<file path="src/rtl/kwta_pkg.sv">
package kwta_pkg;

    typedef enum logic [1:0] {
        HS_IDLE,
        HS_REQ,
        HS_ACC
    } hs_state_e;

    typedef struct packed {
        logic valid;
        logic hit;
    } cmp_slot_t;

    function automatic logic [31:0] quarter_of(input logic [31:0] v);
        return v >> 2;
    endfunction

endpackage

</file>
<file path="src/rtl/kwta_hist_scan.sv">
module kwta_hist_scan
    import kwta_pkg::*;
#(
    parameter int MAX_BIN = 120,
    parameter int K_WIN   = 512,
    parameter int CNT_W   = 13,
    parameter int BIN_W   = 7,
    parameter int TOTAL_W = 14
) (
    input  logic               clk,
    input  logic               rst,
    input  logic               go,
    output logic               hist_rd_en,
    output logic [BIN_W-1:0]   hist_rd_addr,
    input  logic [CNT_W-1:0]   hist_rd_data,
    output logic [BIN_W-1:0]   thr,
    output logic [TOTAL_W-1:0] total,
    output logic               fin
);
    localparam logic [TOTAL_W-1:0] K_TOT = TOTAL_W'(K_WIN);

    hs_state_e          state;
    logic [BIN_W-1:0]   bin;
    logic [TOTAL_W-1:0] sum;

    assign hist_rd_en   = (state == HS_REQ);
    assign hist_rd_addr = bin;
    assign sum          = total + TOTAL_W'(hist_rd_data);

    always_ff @(posedge clk) begin
        if (rst) begin
            state <= HS_IDLE;
            bin   <= '0;
            thr   <= '0;
            total <= '0;
            fin   <= 1'b0;
        end else begin
            fin <= 1'b0;
            case (state)
                HS_IDLE: begin
                    if (go) begin
                        bin   <= BIN_W'(MAX_BIN);
                        total <= '0;
                        state <= HS_REQ;
                    end
                end
                HS_REQ: state <= HS_ACC;
                HS_ACC: begin
                    total <= sum;
                    if (sum >= K_TOT || bin == BIN_W'(1)) begin
                        thr   <= bin - BIN_W'(1);
                        fin   <= 1'b1;
                        state <= HS_IDLE;
                    end else begin
                        bin   <= bin - BIN_W'(1);
                        state <= HS_REQ;
                    end
                end
                default: state <= HS_IDLE;
            endcase
        end
    end
endmodule

</file>
<file path="src/rtl/kwta_vec_gen.sv">
module kwta_vec_gen
    import kwta_pkg::*;
#(
    parameter int N_ENTRIES = 8192,
    parameter int SCORE_W   = 7,
    parameter int BIN_W     = 7,
    parameter int WORD_W    = 32,
    parameter int ENTRY_AW  = 13,
    parameter int WORD_AW   = 8
) (
    input  logic                clk,
    input  logic                rst,
    input  logic                go,
    input  logic [BIN_W-1:0]    thr,
    output logic                score_rd_en,
    output logic [ENTRY_AW-1:0] score_rd_addr,
    input  logic [SCORE_W-1:0]  score_rd_data,
    output logic                vec_wr_en,
    output logic [WORD_AW-1:0]  vec_wr_addr,
    output logic [WORD_W-1:0]   vec_wr_data,
    output logic                last
);
    localparam int LOW_W = $clog2(WORD_W);
    localparam int CMP_W = (SCORE_W > BIN_W) ? SCORE_W : BIN_W;

    logic                run;
    logic [ENTRY_AW-1:0] cnt;
    logic [ENTRY_AW-1:0] pidx;
    logic [WORD_W-1:0]   word_q;
    cmp_slot_t           slot;

    assign score_rd_en   = run;
    assign score_rd_addr = cnt;
    assign slot.hit      = CMP_W'(score_rd_data) > CMP_W'(thr);

    assign vec_wr_en   = slot.valid && (pidx[LOW_W-1:0] == '1);
    assign vec_wr_addr = pidx[ENTRY_AW-1:LOW_W];
    assign last        = vec_wr_en && (pidx == ENTRY_AW'(N_ENTRIES - 1));

    always_comb begin
        vec_wr_data = word_q;
        vec_wr_data[pidx[LOW_W-1:0]] = slot.hit;
    end

    always_ff @(posedge clk) begin
        if (rst) begin
            run        <= 1'b0;
            cnt        <= '0;
            pidx       <= '0;
            word_q     <= '0;
            slot.valid <= 1'b0;
        end else begin
            slot.valid <= run;
            pidx       <= cnt;
            if (slot.valid)
                word_q[pidx[LOW_W-1:0]] <= slot.hit;
            if (run) begin
                cnt <= cnt + ENTRY_AW'(1);
                if (cnt == ENTRY_AW'(N_ENTRIES - 1))
                    run <= 1'b0;
            end else if (go) begin
                run <= 1'b1;
                cnt <= '0;
            end
        end
    end
endmodule

</file>
<file path="src/rtl/kwta_select.sv">
module kwta_select
    import kwta_pkg::*;
#(
    parameter int N_ENTRIES = 8192,
    parameter int MAX_BIN   = 120,
    parameter int K_WIN     = 512,
    parameter int CNT_W     = 13,
    parameter int SCORE_W   = 7,
    parameter int WORD_W    = 32,
    localparam int BIN_W    = $clog2(MAX_BIN + 1),
    localparam int KW_W     = $clog2(K_WIN + 1),
    localparam int TOTAL_W  = ((CNT_W > KW_W) ? CNT_W : KW_W) + 1,
    localparam int ENTRY_AW = $clog2(N_ENTRIES),
    localparam int WORD_AW  = ENTRY_AW - $clog2(WORD_W)
) (
    input  logic                clk,
    input  logic                rst,
    input  logic                start,
    output logic                hist_rd_en,
    output logic [BIN_W-1:0]    hist_rd_addr,
    input  logic [CNT_W-1:0]    hist_rd_data,
    output logic                score_rd_en,
    output logic [ENTRY_AW-1:0] score_rd_addr,
    input  logic [SCORE_W-1:0]  score_rd_data,
    output logic                vec_wr_en,
    output logic [WORD_AW-1:0]  vec_wr_addr,
    output logic [WORD_W-1:0]   vec_wr_data,
    output logic [BIN_W-1:0]    thresh,
    output logic [TOTAL_W-1:0]  thresh2,
    output logic                done
);
    logic               busy;
    logic               accept;
    logic               scan_fin;
    logic [TOTAL_W-1:0] run_total;

    assign accept  = start && !busy;
    assign thresh2 = TOTAL_W'(quarter_of(32'(run_total)));

    always_ff @(posedge clk) begin
        if (rst)
            busy <= 1'b0;
        else if (accept)
            busy <= 1'b1;
        else if (done)
            busy <= 1'b0;
    end

    kwta_hist_scan #(
        .MAX_BIN(MAX_BIN), .K_WIN(K_WIN), .CNT_W(CNT_W),
        .BIN_W(BIN_W), .TOTAL_W(TOTAL_W)
    ) u_scan (
        .clk(clk), .rst(rst), .go(accept),
        .hist_rd_en(hist_rd_en), .hist_rd_addr(hist_rd_addr),
        .hist_rd_data(hist_rd_data),
        .thr(thresh), .total(run_total), .fin(scan_fin)
    );

    kwta_vec_gen #(
        .N_ENTRIES(N_ENTRIES), .SCORE_W(SCORE_W), .BIN_W(BIN_W),
        .WORD_W(WORD_W), .ENTRY_AW(ENTRY_AW), .WORD_AW(WORD_AW)
    ) u_vec (
        .clk(clk), .rst(rst), .go(scan_fin), .thr(thresh),
        .score_rd_en(score_rd_en), .score_rd_addr(score_rd_addr),
        .score_rd_data(score_rd_data),
        .vec_wr_en(vec_wr_en), .vec_wr_addr(vec_wr_addr),
        .vec_wr_data(vec_wr_data), .last(done)
    );
endmodule

</file>
<file path="config.mk">
export PLATFORM = sky130hd
export DESIGN_NAME = kwta_select
export DESIGN_NICKNAME = d
export VERILOG_FILES = /design/src/rtl/kwta_pkg.sv /design/src/rtl/kwta_hist_scan.sv /design/src/rtl/kwta_vec_gen.sv /design/src/rtl/kwta_select.sv
export SDC_FILE = /design/constraint.sdc
export NUM_CORES = 1
export LEC_CHECK = 0
export BUFFER_PORTS_ARGS = -buffer_cell sky130_fd_sc_hd__buf_4
export CORE_ASPECT_RATIO = 1.5
export CORE_UTILIZATION = 55
export CTS_CLUSTER_DIAMETER = 200
export CTS_CLUSTER_SIZE = 14
export DETAILED_ROUTE_END_ITERATION = 7
export HOLD_SLACK_MARGIN = 0.1
export PLACE_DENSITY = 0.8
export SKIP_LAST_GASP = 1
export SLEW_MARGIN = 20
export SYNTH_ARGS = -nofsm -noshare
export SYNTH_HDL_FRONTEND = slang
export SYNTH_SLANG_ARGS = --single-unit
</file>
<file path="constraint.sdc">
create_clock -name clk -period 6.2 [get_ports clk]
set_clock_uncertainty 0.2 [all_clocks]
set_input_delay 0.31 -clock clk [delete_from_list [all_inputs] [get_ports clk]]
set_output_delay 0.31 -clock clk [all_outputs]
set_load 0.005 [all_outputs]
</file>
Word level (Yosys, flattened, before mapping)
Cells that the tools add are included. W data, S select, Z words.

Bitwise operators: 1. $add $sub $neg: 3. Reductions and logical operators: 14. Equality and inequality tests: 8. Order comparisons: 4. Muxes and demuxes: 19.

Operators with widths (number): $bwmux W32 (1); $pmux W14 S2 (1); $eq A13 B13 Y1 const B (2); $mux W13 (2); $add A14 B13 Y14 (1); $ge A14 B10 Y1 const B (1); $mux W14 (1); $mux W7 (2); $pmux W7 S2 (1); $add A13 B1 Y13 const B (1); $mux W1 (8); $eq A7 B1 Y1 const B (1); $gt A7 B7 Y1 (1); $sub A7 B1 Y7 const B (1); $lt A5 B6 Y1 const B (1); $pmux W2 S3 (1); $reduce_bool A2 Y1 (3); $demux W1 S5 (1); $eq A5 B5 Y1 const B (1); $ge A5 B1 Y1 const B (1); $logic_and A1 B1 Y1 (4); $ne A2 B2 Y1 const B (2); $reduce_and A2 Y1 (2); $reduce_and A3 Y1 (1); 8 further kinds (8).

Input bits: 23. Flip-flop bits (word level): 92.

Longest topological paths before layout
Gate-level depths: netlist of run 1.

Depth in word-level cells: 5. Depth in mapped cells: 11. Gate-level depth less buffers: 10.

Cells and area by module
A second synthesis of run 1 with hierarchy kept.

Cell total of the unflattened synthesis: 647. Area total of the unflattened synthesis: 5377.7 µm².

By module, submodules not included: kwta_vec_gen (area an instance 3359.5 µm², cells each 402, sequential area each 1201.2 µm², instances 1); kwta_hist_scan (area an instance 1959.4 µm², cells each 238, sequential area each 620.6 µm², instances 1); kwta_select (area an instance 58.8 µm², cells each 7, sequential area each 20.0 µm², instances 1).

Worst setup path before layout of run 1
OpenSTA, ideal clock, no wires.

Kind: input to register. From: input hist_rd_data[0]. To: register u_scan.bin[3], in the netlist u_scan.hist_rd_addr[3]. Cell stages on the path: 10. Required time: 5.914 ns. Path buffers: 0. Setup time: 0.086 ns. Arrival time: 2.400 ns. Slack: 3.513 ns. Path through: ha_1 -> fa_1 -> a21o_1 -> and3_1 -> o211ai_2 -> a21oi_2 -> nor3_4 -> nand4_2 -> and2_4 -> a221oi_2.

Longest elaborated chain between the ends: 5.

RTL lines: start: declaration (line kwta_select.sv:21) `input logic [CNT_W-1:0] hist_rd_data,`; $add A14 B13 Y14 (line kwta_hist_scan.sv:28) `assign sum = total + TOTAL_W'(hist_rd_data);`; $ge A14 B10 Y1 (line kwta_hist_scan.sv:50) `if (sum >= K_TOT || bin == BIN_W'(1)) begin`; $logic_or A1 B1 Y1 (line kwta_hist_scan.sv:50); $ne A2 B2 Y1 (no line); $reduce_and A3 Y1 (no line); end signal: assignment (line kwta_hist_scan.sv:42) `bin <= BIN_W'(MAX_BIN);`; end signal: assignment (line kwta_hist_scan.sv:55) `bin <= bin - BIN_W'(1);`; end: declaration (line kwta_hist_scan.sv:23) `logic [BIN_W-1:0] bin;`.

No other way between the ends. A chain may end at the register's enable or synchronous reset.

Worst setup path in the final report of run 1
From: register u_scan.thr[5]. To: output vec_wr_data[21].

Longest elaborated chain between the ends: 2.

RTL lines: start: declaration (line kwta_hist_scan.sv:16) `output logic [BIN_W-1:0] thr,`; start signal: assignment (line kwta_hist_scan.sv:51) `thr <= bin - BIN_W'(1);`; $gt A7 B7 Y1 (line kwta_vec_gen.sv:34) `assign slot.hit = CMP_W'(score_rd_data) > CMP_W'(thr);`; $bwmux W32 (line kwta_vec_gen.sv:42) `vec_wr_data[pidx[LOW_W-1:0]] = slot.hit;`; end: declaration (line kwta_select.sv:27) `output logic [WORD_W-1:0] vec_wr_data,`.

No other way between the ends.

==> out/qor.csv, run 1 <==
metric,value,unit
hold_buffers,1,
die_height,120,µm
diodes,0,
dominantRegCellSynth,dfxtp_1,
hold_viol_final,0,
wl,12.2,mm
grt_usage,0.258,
drv_slew,0,
cts_buffers,9,
fmax,312,MHz
r2r_end,u_scan.thr[2],
drtIter0Drc,187,
async_flop_share,0,
hp-start,hist_rd_data[0],
filler_cell_count,726,
synth_edf_count,0,
drive_above_1_share,0.267,
finalWorstSetupSlack,3000,ps
yosys_warnings,0,
cts_sinks,92,
dr.pass1.iters,4,
drc_errors,0,
rr_worst_depth,10,
hp-class,in -> reg,
synthCells,576,
arrival,2690,ps
avgSynthCellArea,8.83,µm²
synth_top_family_by_area,simple AND/OR/NAND/NOR gates,
synth-xor-area-share,0.0293,
startpoint_type,register,
yosysSeqAreaShare,0.362,
yosys.area_share.simple,0.209,
peakVddDrop,0.210,mV
r2r_slack,3090,ps
regArea,0.00184,mm²
multi_input_area,0.00291,mm²
crit_path_end_kind,primary output,
rows,42,
wl_per_cell,16.1,µm
nNetsFinal,694,
mostFrequentLayoutCells,"buf_4, dfxtp_1, nor2_1",
synth.area.mux_share,0.138,
min_period,3200,ps
worstMarginPinSlew,996,ps
path_clk_slew,70,ps
syn2layout_area_growth,19.9,%
power.density,219,mW/mm²
tns,0,ps
setup_viol,0,
grt_pass1_vias,4182,
detailroute.via_count,4383,
grt.overflow.total,0,
numPortBuffers,105,
coreArea,0.00888,mm²
rsz0062_at_grt,false,
synthAdderAreaFrac,0.0605,
dieArea,0.00964,mm²
cts-root-buf,clkbuf_16,
required,5690,ps
clk_path_buf_depth,2,
antenna_found_initial,0,
fin_crit_sh,0.517,
cts_max_level,3,
ys_seq_elements,92,
gp_congestion,0.907,
place_ws,3090,ps
p_leak,2.55,nW
cap_violations,0,
mostFrequentLayoutCell,buf_4,
synth.distinct_cells,62,
cts_setup_buffers,0,
synth.cell_area,0.00509,mm²
cts_tree,yes,
outcome,completed,
min_to,u_scan.total[0],
worstPathMaxFanout,33,
ant_nets,0,
worstSetupPathType,reg -> out,
die_w,80.5,µm
io-pin-count,108,
cts.repair.resized,0,
insertion_delay,340,ps
grt_pass1_wl,19.3,mm
relSlewSlack,0.336,
dp_hpwl,8.93,mm
synth-compound-area-share,0.134,
worstHoldPathCells,4,
grt_max_degree,93,
start_util,0.573,
vias_per_cell,5.75,
reg2reg_from,u_scan.total[0],
sequential cells by signal, indices dropped and copies added (netlist names):
register / count
u_scan.total: 14
u_vec.pidx: 13
u_scan.thr: 7
u_scan.fin: 1
busy: 1
u_vec.slot: 1
u_scan.state: 2
u_vec.score_rd_en: 1
u_vec.word_q: 32
u_scan.hist_rd_addr: 7
u_vec.score_rd_addr: 13
cells in the mapped netlist (3+ instances only):
| cell type | count | share of area |
|---|---|---|
| clkbuf_1 | 21 | 0.015 |
| a22oi_1 | 10 | 0.015 |
| nor2_1 | 80 | 0.059 |
| nor3_1 | 15 | 0.015 |
| buf_1 | 3 | 0.0022 |
| or2_0 | 3 | 0.0037 |
| nor3b_1 | 5 | 0.0074 |
| dfxtp_1 | 92 | 0.36 |
| o211ai_1 | 4 | 0.0059 |
| nand2b_1 | 9 | 0.011 |
| a311oi_1 | 4 | 0.0069 |
| o21ai_0 | 11 | 0.011 |
| nand4_1 | 7 | 0.0086 |
| nand3_1 | 11 | 0.011 |
| a31oi_1 | 3 | 0.0037 |
| nand3b_1 | 6 | 0.0089 |
| inv_1 | 17 | 0.013 |
| xor2_1 | 5 | 0.0086 |
| o21ai_1 | 3 | 0.0030 |
| xnor2_1 | 12 | 0.021 |
| nand2_1 | 32 | 0.024 |
| mux2_2 | 33 | 0.073 |
| a21o_1 | 6 | 0.0089 |
| ha_1 | 23 | 0.057 |
| buf_4 | 22 | 0.032 |
| a221oi_1 | 3 | 0.0052 |
| a211oi_1 | 6 | 0.0089 |
| nor2b_1 | 19 | 0.023 |
| or2_2 | 3 | 0.0037 |
| mux2i_1 | 32 | 0.063 |
| a21oi_1 | 32 | 0.031 |
| or3_1 | 5 | 0.0062 |
| and3_1 | 4 | 0.0049 |
cells by family after synthesis:
family | Yosys count
AND/OR/NAND/NOR | 211
XOR/XNOR | 17
AO/OA/AOI/OAI | 99
multiplexers | 66
other | 1
adder cells (fa/ha/maj) | 24
flip-flops | 92
buffers and inverters | 66
metal layers:
metal,vias up,part of all wire,track usage
met1,2093,0.38,0.271
met4,0,0.036,0.132
met5,-,0,0
li1,2149,-,-
met3,34,0.041,0.0525
met2,107,0.54,0.470
through the flow:
stage,hold WS (ps),total power [mW],instance area (µm²),utilization,instances
6_report,174,1.34,6100,0.687,762
5_1_grt,167,1.38,6100,0.687,762
4_1_cts,170,1.35,6100,0.687,762
3_5_place_dp,247,0.749,5750,0.648,745
3_3_place_gp,240,0.743,5750,0.648,745
2_1_floorplan,228,0.708,5090,-,577
final cells by class:
| class | instances | share of cell area |
|---|---|---|
| clock inverter | 5 | 0.0133 |
| timing repair buffer | 107 | 0.132 |
| inverter | 18 | 0.0111 |
| clock buffer | 11 | 0.0415 |
| multi-input combinational | 419 | 0.477 |
| tap | 110 | 0.0226 |
| sequential | 92 | 0.302 |
worst max-delay path by stage:
stage	end	depth (start not counted)	from
after global placement	u_scan.thr[2]	11	hist_rd_data[0]
after detailed placement	u_scan.thr[4]	11	hist_rd_data[0]
after global routing	vec_wr_data[20]	9	u_scan.thr[4]
final	vec_wr_data[21]	8	u_scan.thr[5]
after floorplan	u_scan.hist_rd_addr[3]	10	hist_rd_data[0]
after CTS	vec_wr_data[21]	8	u_scan.thr[5]
report_power, final:
group          internal [mW]  switching (mW)  leakage [nW]
Sequential             0.599          0.0100         0.744
Combinational         0.0555          0.0731          1.64
Clock                  0.376           0.224         0.162
Total                   1.03           0.307          2.55
worst max-delay path: stages, from the launching register on:
cell and delay (ps):
dfxtp_1 380, inv_1 60, ha_1 300, nor2b_1 150
o21ai_0 90, o21ai_0 80, o22a_1 820, mux2_2 350
buf_4 120
Power figures use the tool's default switching activity.
==> inputs of run 2 (changes only) <==
==> constraint.sdc (replaced) <==
create_clock -name clk -period 3 [get_ports clk]
set_clock_uncertainty 0.2 [all_clocks]
set_input_delay 0.15 -clock clk [delete_from_list [all_inputs] [get_ports clk]]
set_output_delay 0.15 -clock clk [all_outputs]
set_load 0.005 [all_outputs]
==> run 2 against run 1 <==
Combinational power is 130% higher; design area is 3.3% higher; first-iteration DRC count is 31% lower; sequential cell count stayed put; die area stayed put; worst setup slack worse by 2900 ps; sequential share of layout area is 0.97 points lower.
==> out/qor.csv, run 2 (synthesis results as in run 1) <==
metric,value,unit,change
outcome,completed,,unchanged
drive_above_1_share,0.288,,was 0.267
dp_hpwl,9.05,mm,was 8.93 mm
critPathSlowestCell,nor4_2,,was o22a_1
path_clk_slew,70,ps,about the same
dieArea,0.00964,mm²,unchanged
rr_worst_depth,10,,unchanged
cts-root-buf,clkbuf_16,,unchanged
required,3100,ps,was 5690 ps
die_w,80.5,µm,unchanged
start_util,0.573,,unchanged
min_period,2880,ps,
r2r_end,u_scan.hist_rd_addr[2],,was u_scan.thr[2]
drtIter0Drc,129,,was 187
largest_reg_flops,32,,unchanged
crit_chain,ha_1 -> a211oi_1 -> o21bai_2 -> o211ai_2 -> a211oi_1 -> nor4_2 -> buf_4 -> nand4_2 -> a211oi_1 -> a31o_1,,was inv_1 -> ha_1 -> nor2b_1 -> o21ai_0 -> o21ai_0 -> o22a_1 -> mux2_2 -> buf_4
hp-start,rst,,was hist_rd_data[0]
tns,0,ps,unchanged
switching_share,0.230,,about the same
internal_power,2.24,mW,was 1.03 mW
rows,42,,unchanged
grt_pass1_wl,19.7,mm,was 19.3 mm
cp_slowest_stage_delay,430,ps,was 820 ps
startpoint,u_scan.total[1],,was u_scan.thr[5]
cts_buffers,9,,unchanged
power_frac_seq,0.433,,was 0.455
setup_viol,0,,unchanged
hp-class,in -> reg,,unchanged
cap_violations,0,,unchanged
reg2reg_from,u_scan.total[1],,was u_scan.total[0]
gr-usage-met1,0.265,,was 0.271
io-pin-count,108,,unchanged
met2_usage,0.469,,was 0.470
switching_power,0.666,mW,was 0.307 mW
syn2layout_area_growth,23.8,%,was 19.9%
grt_pass1_vias,4339,,was 4182
reg.largest.list,"u_vec.word_q x32, u_scan.total x14",,unchanged
hold_viol_final,0,,unchanged
use_met3,0.0700,,was 0.0525
fin_crit_sh,0.961,,
diodes,0,,unchanged
p_leak,2.64,nW,was 2.55 nW
grt.overflow.total,0,,unchanged
critPathBufInv,1,,was 2
mostFrequentLayoutCells,"buf_4, dfxtp_1, nor2_1",,unchanged
fmax,347,MHz,
arrival,2980,ps,was 2690 ps
crit_path_end_kind,register,,was primary output
cts_max_level,3,,unchanged
worstMarginPinSlew,664,ps,was 996 ps
p_clk_frac,0.463,,was 0.448
antenna_found_initial,0,,unchanged
drc_errors,0,,unchanged
combinationalPowerShare,0.104,,was 0.096
ant_nets,0,,unchanged
drv_slew,0,,unchanged
dpl.cell_count,751,,was 745
wl,12.6,mm,was 12.2 mm
startpoint_type,register,,unchanged
coreArea,0.00888,mm²,unchanged
filler_cell_count,689,,was 726
crit_top_cell,a211oi_1,,was o21ai_0
gp_congestion,0.948,,was 0.907
relSlewSlack,0.557,,was 0.336
clk_path_buf_depth,2,,unchanged
cp_top_family,compound AO/OA/AOI/OAI gates,,unchanged
detailroute.via_count,4553,,was 4383
insertion_delay,350,ps,was 340 ps
grt-busiest-layer,met2,,unchanged
grt_max_degree,64,,was 93
wl_per_cell,16.2,µm,was 16.1 µm
cts_tree,yes,,unchanged
power.density,461,mW/mm²,was 219 mW/mm²
r2r_slack,120,ps,was 3090 ps
nNetsFinal,711,,was 694
die_height,120,µm,unchanged
min_to,u_vec.slot[1],,was u_scan.total[0]
grt_usage,0.263,,was 0.258
worstHoldPathCells,2,,was 4
stdcell_count,779,,was 762
mostFrequentLayoutCell,buf_4,,unchanged
worstPathMaxFanout,4,,was 33
dr.pass1.iters,4,,unchanged
utilization,0.709,,was 0.687
vias_per_cell,5.84,,was 5.75
peakVddDrop,0.307,mV,was 0.210 mV
timing.hold.ws,109,ps,was 174 ps
top_register,u_vec.word_q,,unchanged
numPortBuffers,105,,unchanged
cts_sinks,92,,unchanged
worstSetupPathType,reg -> reg,,was reg -> out
[run 2: what timing repair did]
item	4_1_cts	5_1_grt
gates resized for setup	0	7
buffers inserted	0	7
endpoints found under the setup margin	0	15
hold buffers	3	0
endpoints found under the hold margin	3	0
[run 2: worst max-delay path by stage]
| stage | end | cells after the start |
|---|---|---|
| after floorplan | u_scan.hist_rd_addr[3] | 10 |
| after global placement | u_scan.thr[2] | 10 |
| after detailed placement | u_scan.thr[2] | 10 |
| after CTS | u_scan.thr[2] | 11 |
| after global routing | u_scan.hist_rd_addr[4] | 9 |
| final | u_scan.hist_rd_addr[2] | 10 |
[run 2: per-stage QoR]
stage | setup slack, ps | power [mW] | cell area, µm²
6_report | 117 | 2.90 | 6300
5_1_grt | -18.6 | 2.99 | 6300
4_1_cts | 14.4 | 2.89 | 6190
3_5_place_dp | 39.9 | 1.55 | 5800
2_1_floorplan | 341 | 1.46 | 5090
3_3_place_gp | 180 | 1.54 | 5800
[run 2: power groups by stage]
stage / clock [mW] / sequential [mW] / combinational [mW]
after floorplan: 0 / 1.28 / 0.184
after global placement: 0 / 1.28 / 0.260
after detailed placement: 0 / 1.28 / 0.269
after CTS: 1.36 / 1.26 / 0.274
after global routing: 1.41 / 1.26 / 0.330
final: 1.34 / 1.26 / 0.302
[run 2: final cells by class]
type,count,area (µm²),area share
multi-input combinational,421,2970,0.471
inverter,18,67.6,0.0107
timing repair buffer,122,923,0.147
sequential,92,1840,0.293
clock inverter,5,106,0.0169
clock buffer,11,253,0.0401
tap,110,138,0.0219
[run 2: worst reg2reg max path, cell delays in order, from the launching register on]
cell      delay, ps
dfxtp_1         400
ha_1            280
a211oi_1        280
o21bai_2        140
o211ai_2        260
a211oi_1        170
nor4_2          430
buf_4           190
nand4_2         150
a211oi_1        210
a31o_1          120
[run 2: routing by layer]
layer / wire length (µm) / share of wire
met4: 601 / 0.048
met5: 0 / 0
met1: 4600 / 0.37
met3: 600 / 0.048
met2: 6800 / 0.54
==> inputs of run 3 (changes only) <==
--- a/config.mk
+++ b/config.mk
@@ -5,6 +5,7 @@
 export SDC_FILE = /design/constraint.sdc
 export NUM_CORES = 1
 export LEC_CHECK = 0
+export ABC_AREA = 1
 export BUFFER_PORTS_ARGS = -buffer_cell sky130_fd_sc_hd__buf_4
 export CORE_ASPECT_RATIO = 1.5
 export CORE_UTILIZATION = 55
==> run 3 against run 2 <==
Via count increased by 15%; clock-buffer cell count shrank 1; critical path depth is the same; highest routed layer unchanged; hold slack gained 1.1 ps; wire length rose by 7.2%; design area down 0.50%.
==> out/qor.csv, run 3 <==
metric,value,unit,change
startpoint_type,register,,unchanged
syn2layout_area_growth,20.9,%,was 23.8%
dominantRegCellSynth,dfxtp_1,,unchanged
setup_viol,0,,unchanged
finalWorstSetupSlack,208,ps,was 117 ps
grt_pass1_wl,22.0,mm,was 19.7 mm
diodes,0,,unchanged
crit_path_end_kind,primary output,,was register
synth.area.top_cells,"dfxtp_1, nor2_1, nand2_1",,"was dfxtp_1, mux2_2, mux2i_1"
drv_slew,0,,unchanged
synthCells,780,,was 576
avgSynthCellArea,6.65,µm²,was 8.83 µm²
synth.cell_area,0.00518,mm²,was 0.00509 mm²
vias_per_cell,5.36,,was 5.84
cts_sinks,92,,unchanged
rsz0062_at_grt,false,,
worstSetupPathType,reg -> out,,was reg -> reg
wl_per_cell,13.8,µm,was 16.2 µm
grt-busiest-layer,met2,,unchanged
cts.repair.resized,0,,unchanged
grt_max_degree,75,,was 64
grt_pass1_vias,4953,,was 4339
cts_buffers,9,,unchanged
mostFrequentLayoutCell,nor2_1,,was buf_4
required,2650,ps,was 3100 ps
top_register,u_vec.word_q,,unchanged
synth.area.mux_share,0,,was 0.138
cp_slowest_stage_delay,370,ps,was 430 ps
synth-xor-area-share,0.0135,,was 0.0293
gp_congestion,0.916,,was 0.948
grt.overflow.total,0,,unchanged
p_leak,3.13,nW,was 2.64 nW
dr.pass1.iters,5,,was 4
crit_chain,inv_1 -> ha_1 -> nand2_1 -> nor2_1 -> nand2_1 -> o211ai_1 -> nand2_1 -> buf_4 -> a31oi_1 -> buf_4,,was ha_1 -> a211oi_1 -> o21bai_2 -> o211ai_2 -> a211oi_1 -> nor4_2 -> buf_4 -> nand4_2 -> a211oi_1 -> a31o_1
start_util,0.563,,was 0.573
insertion_delay,350,ps,about the same
place_ws,526,ps,was 39.9 ps
fmax,358,MHz,was 347 MHz
ys_seq_elements,92,,unchanged
cts_tree,yes,,unchanged
tns,0,ps,unchanged
ant_nets,0,,unchanged
clk_path_buf_depth,2,,unchanged
path_clk_slew,70,ps,about the same
yosysSeqAreaShare,0.355,,was 0.362
die_height,121,µm,was 120 µm
synthTopCellsByCount,"nor2_1, nand2_1, inv_1, dfxtp_1, a21oi_1",,"was dfxtp_1, nor2_1, mux2_2"
dieArea,0.00982,mm²,was 0.00964 mm²
io-pin-count,108,,unchanged
numPortBuffers,105,,unchanged
rr_worst_depth,14,,was 10
hold_viol_final,0,,unchanged
nNetsFinal,907,,was 711
worstPathMaxFanout,17,,was 4
detailroute.via_count,5240,,was 4553
synth-compound-area-share,0.142,,was 0.134
peakVddDrop,0.442,mV,was 0.307 mV
dp_hpwl,9.80,mm,was 9.05 mm
critPathSlowestCell,dfxtp_1,,was nor4_2
yosys_warnings,0,,unchanged
drive_above_1_share,0.171,,was 0.288
crit_cells,10,,unchanged
relSlewSlack,0.438,,was 0.557
wl,13.5,mm,was 12.6 mm
synth_area_leader_cell,dfxtp_1,,unchanged
cts_max_level,3,,unchanged
synth.distinct_cells,38,,was 62
cp_top_family,simple AND/OR/NAND/NOR gates,,was compound AO/OA/AOI/OAI gates
antenna_found_initial,0,,unchanged
min_period,2790,ps,was 2880 ps
yosysTopAreaCellShare,0.355,,was 0.362
yosys.area_share.simple,0.296,,was 0.209
cts-root-buf,clkbuf_16,,unchanged
arrival,2440,ps,was 2980 ps
power.density,458,mW/mm²,was 461 mW/mm²
critPathBufInv,3,,was 1
drtIter0Drc,380,,was 129
mostFrequentLayoutCells,"nor2_1, nand2_1, inv_1",,"was buf_4, dfxtp_1, nor2_1"
outcome,completed,,unchanged
die_w,81.3,µm,was 80.5 µm
crit_top_cell,nand2_1,,was a211oi_1
worstMarginPinSlew,836,ps,was 664 ps
fin_crit_sh,0.931,,was 0.961
drc_errors,0,,unchanged
use_met3,0.0669,,was 0.0700
filler_cell_count,807,,was 689
hp-class,in -> reg,,unchanged
synth_most_common_cell,nor2_1,,was dfxtp_1
coreArea,0.00920,mm²,was 0.00888 mm²
synth_edf_count,0,,unchanged
synthAdderAreaFrac,0.0594,,was 0.0605
rows,43,,was 42
grt_usage,0.288,,was 0.263
largest_reg_flops,32,,unchanged
cap_violations,0,,unchanged
async_flop_share,0,,unchanged
gr-usage-met1,0.304,,was 0.265
reg.largest.list,"u_vec.word_q x32, u_scan.total x14",,unchanged
met2_usage,0.509,,was 0.469
worstHoldPathCells,5,,was 2
synth_top_family_by_area,simple AND/OR/NAND/NOR gates,,unchanged
==> run 3: layer usage <==
metal	share of wire	vias to the layer above
met5	0	-
met4	0.043	0
met3	0.046	45
met2	0.54	183
met1	0.37	2389
li1	-	2623
==> run 3: what timing repair did <==
item                                    in CTS  in global routing
setup buffers                                0                  0
hold endpoints to repair                     3                  0
endpoints found under the setup margin       0                  0
hold buffers                                 3                  0
==> run 3: worst paths after layout <==
check,from,end,slack [ps]
hold reg to reg,u_scan.state[1],u_scan.state[1],260
setup / recovery,u_scan.thr[6],vec_wr_data[28],210
setup reg to reg,u_scan.total[0],u_scan.thr[2],480
hold / removal,hist_rd_data[6],u_scan.total[6],110
==> run 3: where the power goes <==
group | total (mW) | switching, mW | internal (mW)
sequential | 1.26 | 0.0203 | 1.24
clock | 1.31 | 0.491 | 0.816
combinational | 0.302 | 0.185 | 0.117
total | 2.87 | 0.696 | 2.18
==> run 3: logic make-up after synthesis <==
kind of cell    Yosys count
simple gates            355
flops                    92
xor+xnor                  8
compound gates          139
fa+ha+maj                24
other cells               1
buf+inv                 161
==> run 3: stage by stage <==
stage / total power, mW / area, µm² / hold WS (ps) / utilization / instances
after floorplan: 1.48 / 5190 / 171 / - / 781
after global placement: 1.57 / 5900 / 237 / 0.641 / 958
after detailed placement: 1.58 / 5900 / 249 / 0.641 / 958
after CTS: 2.87 / 6270 / 113 / 0.681 / 977
after global routing: 2.97 / 6270 / 155 / 0.681 / 977
final: 2.87 / 6270 / 110 / 0.681 / 977
==> run 3: worst min-delay path: stages <==
cell and delay, ps:
buf_4 80, ha_1 190, xnor2_1 90, nand2_1 50
a21oi_1 50
==> run 3: layout make-up <==
cell class / count / area [µm²] / share of cell area
clock buffers: 10 / 229 / 0.0365
repair buffers: 113 / 856 / 0.137
multi-input cells: 528 / 2650 / 0.423
flip-flops and latches: 92 / 1840 / 0.294
clock inverters: 6 / 111 / 0.0178
inverters: 116 / 435 / 0.0695
well taps: 112 / 140 / 0.0224
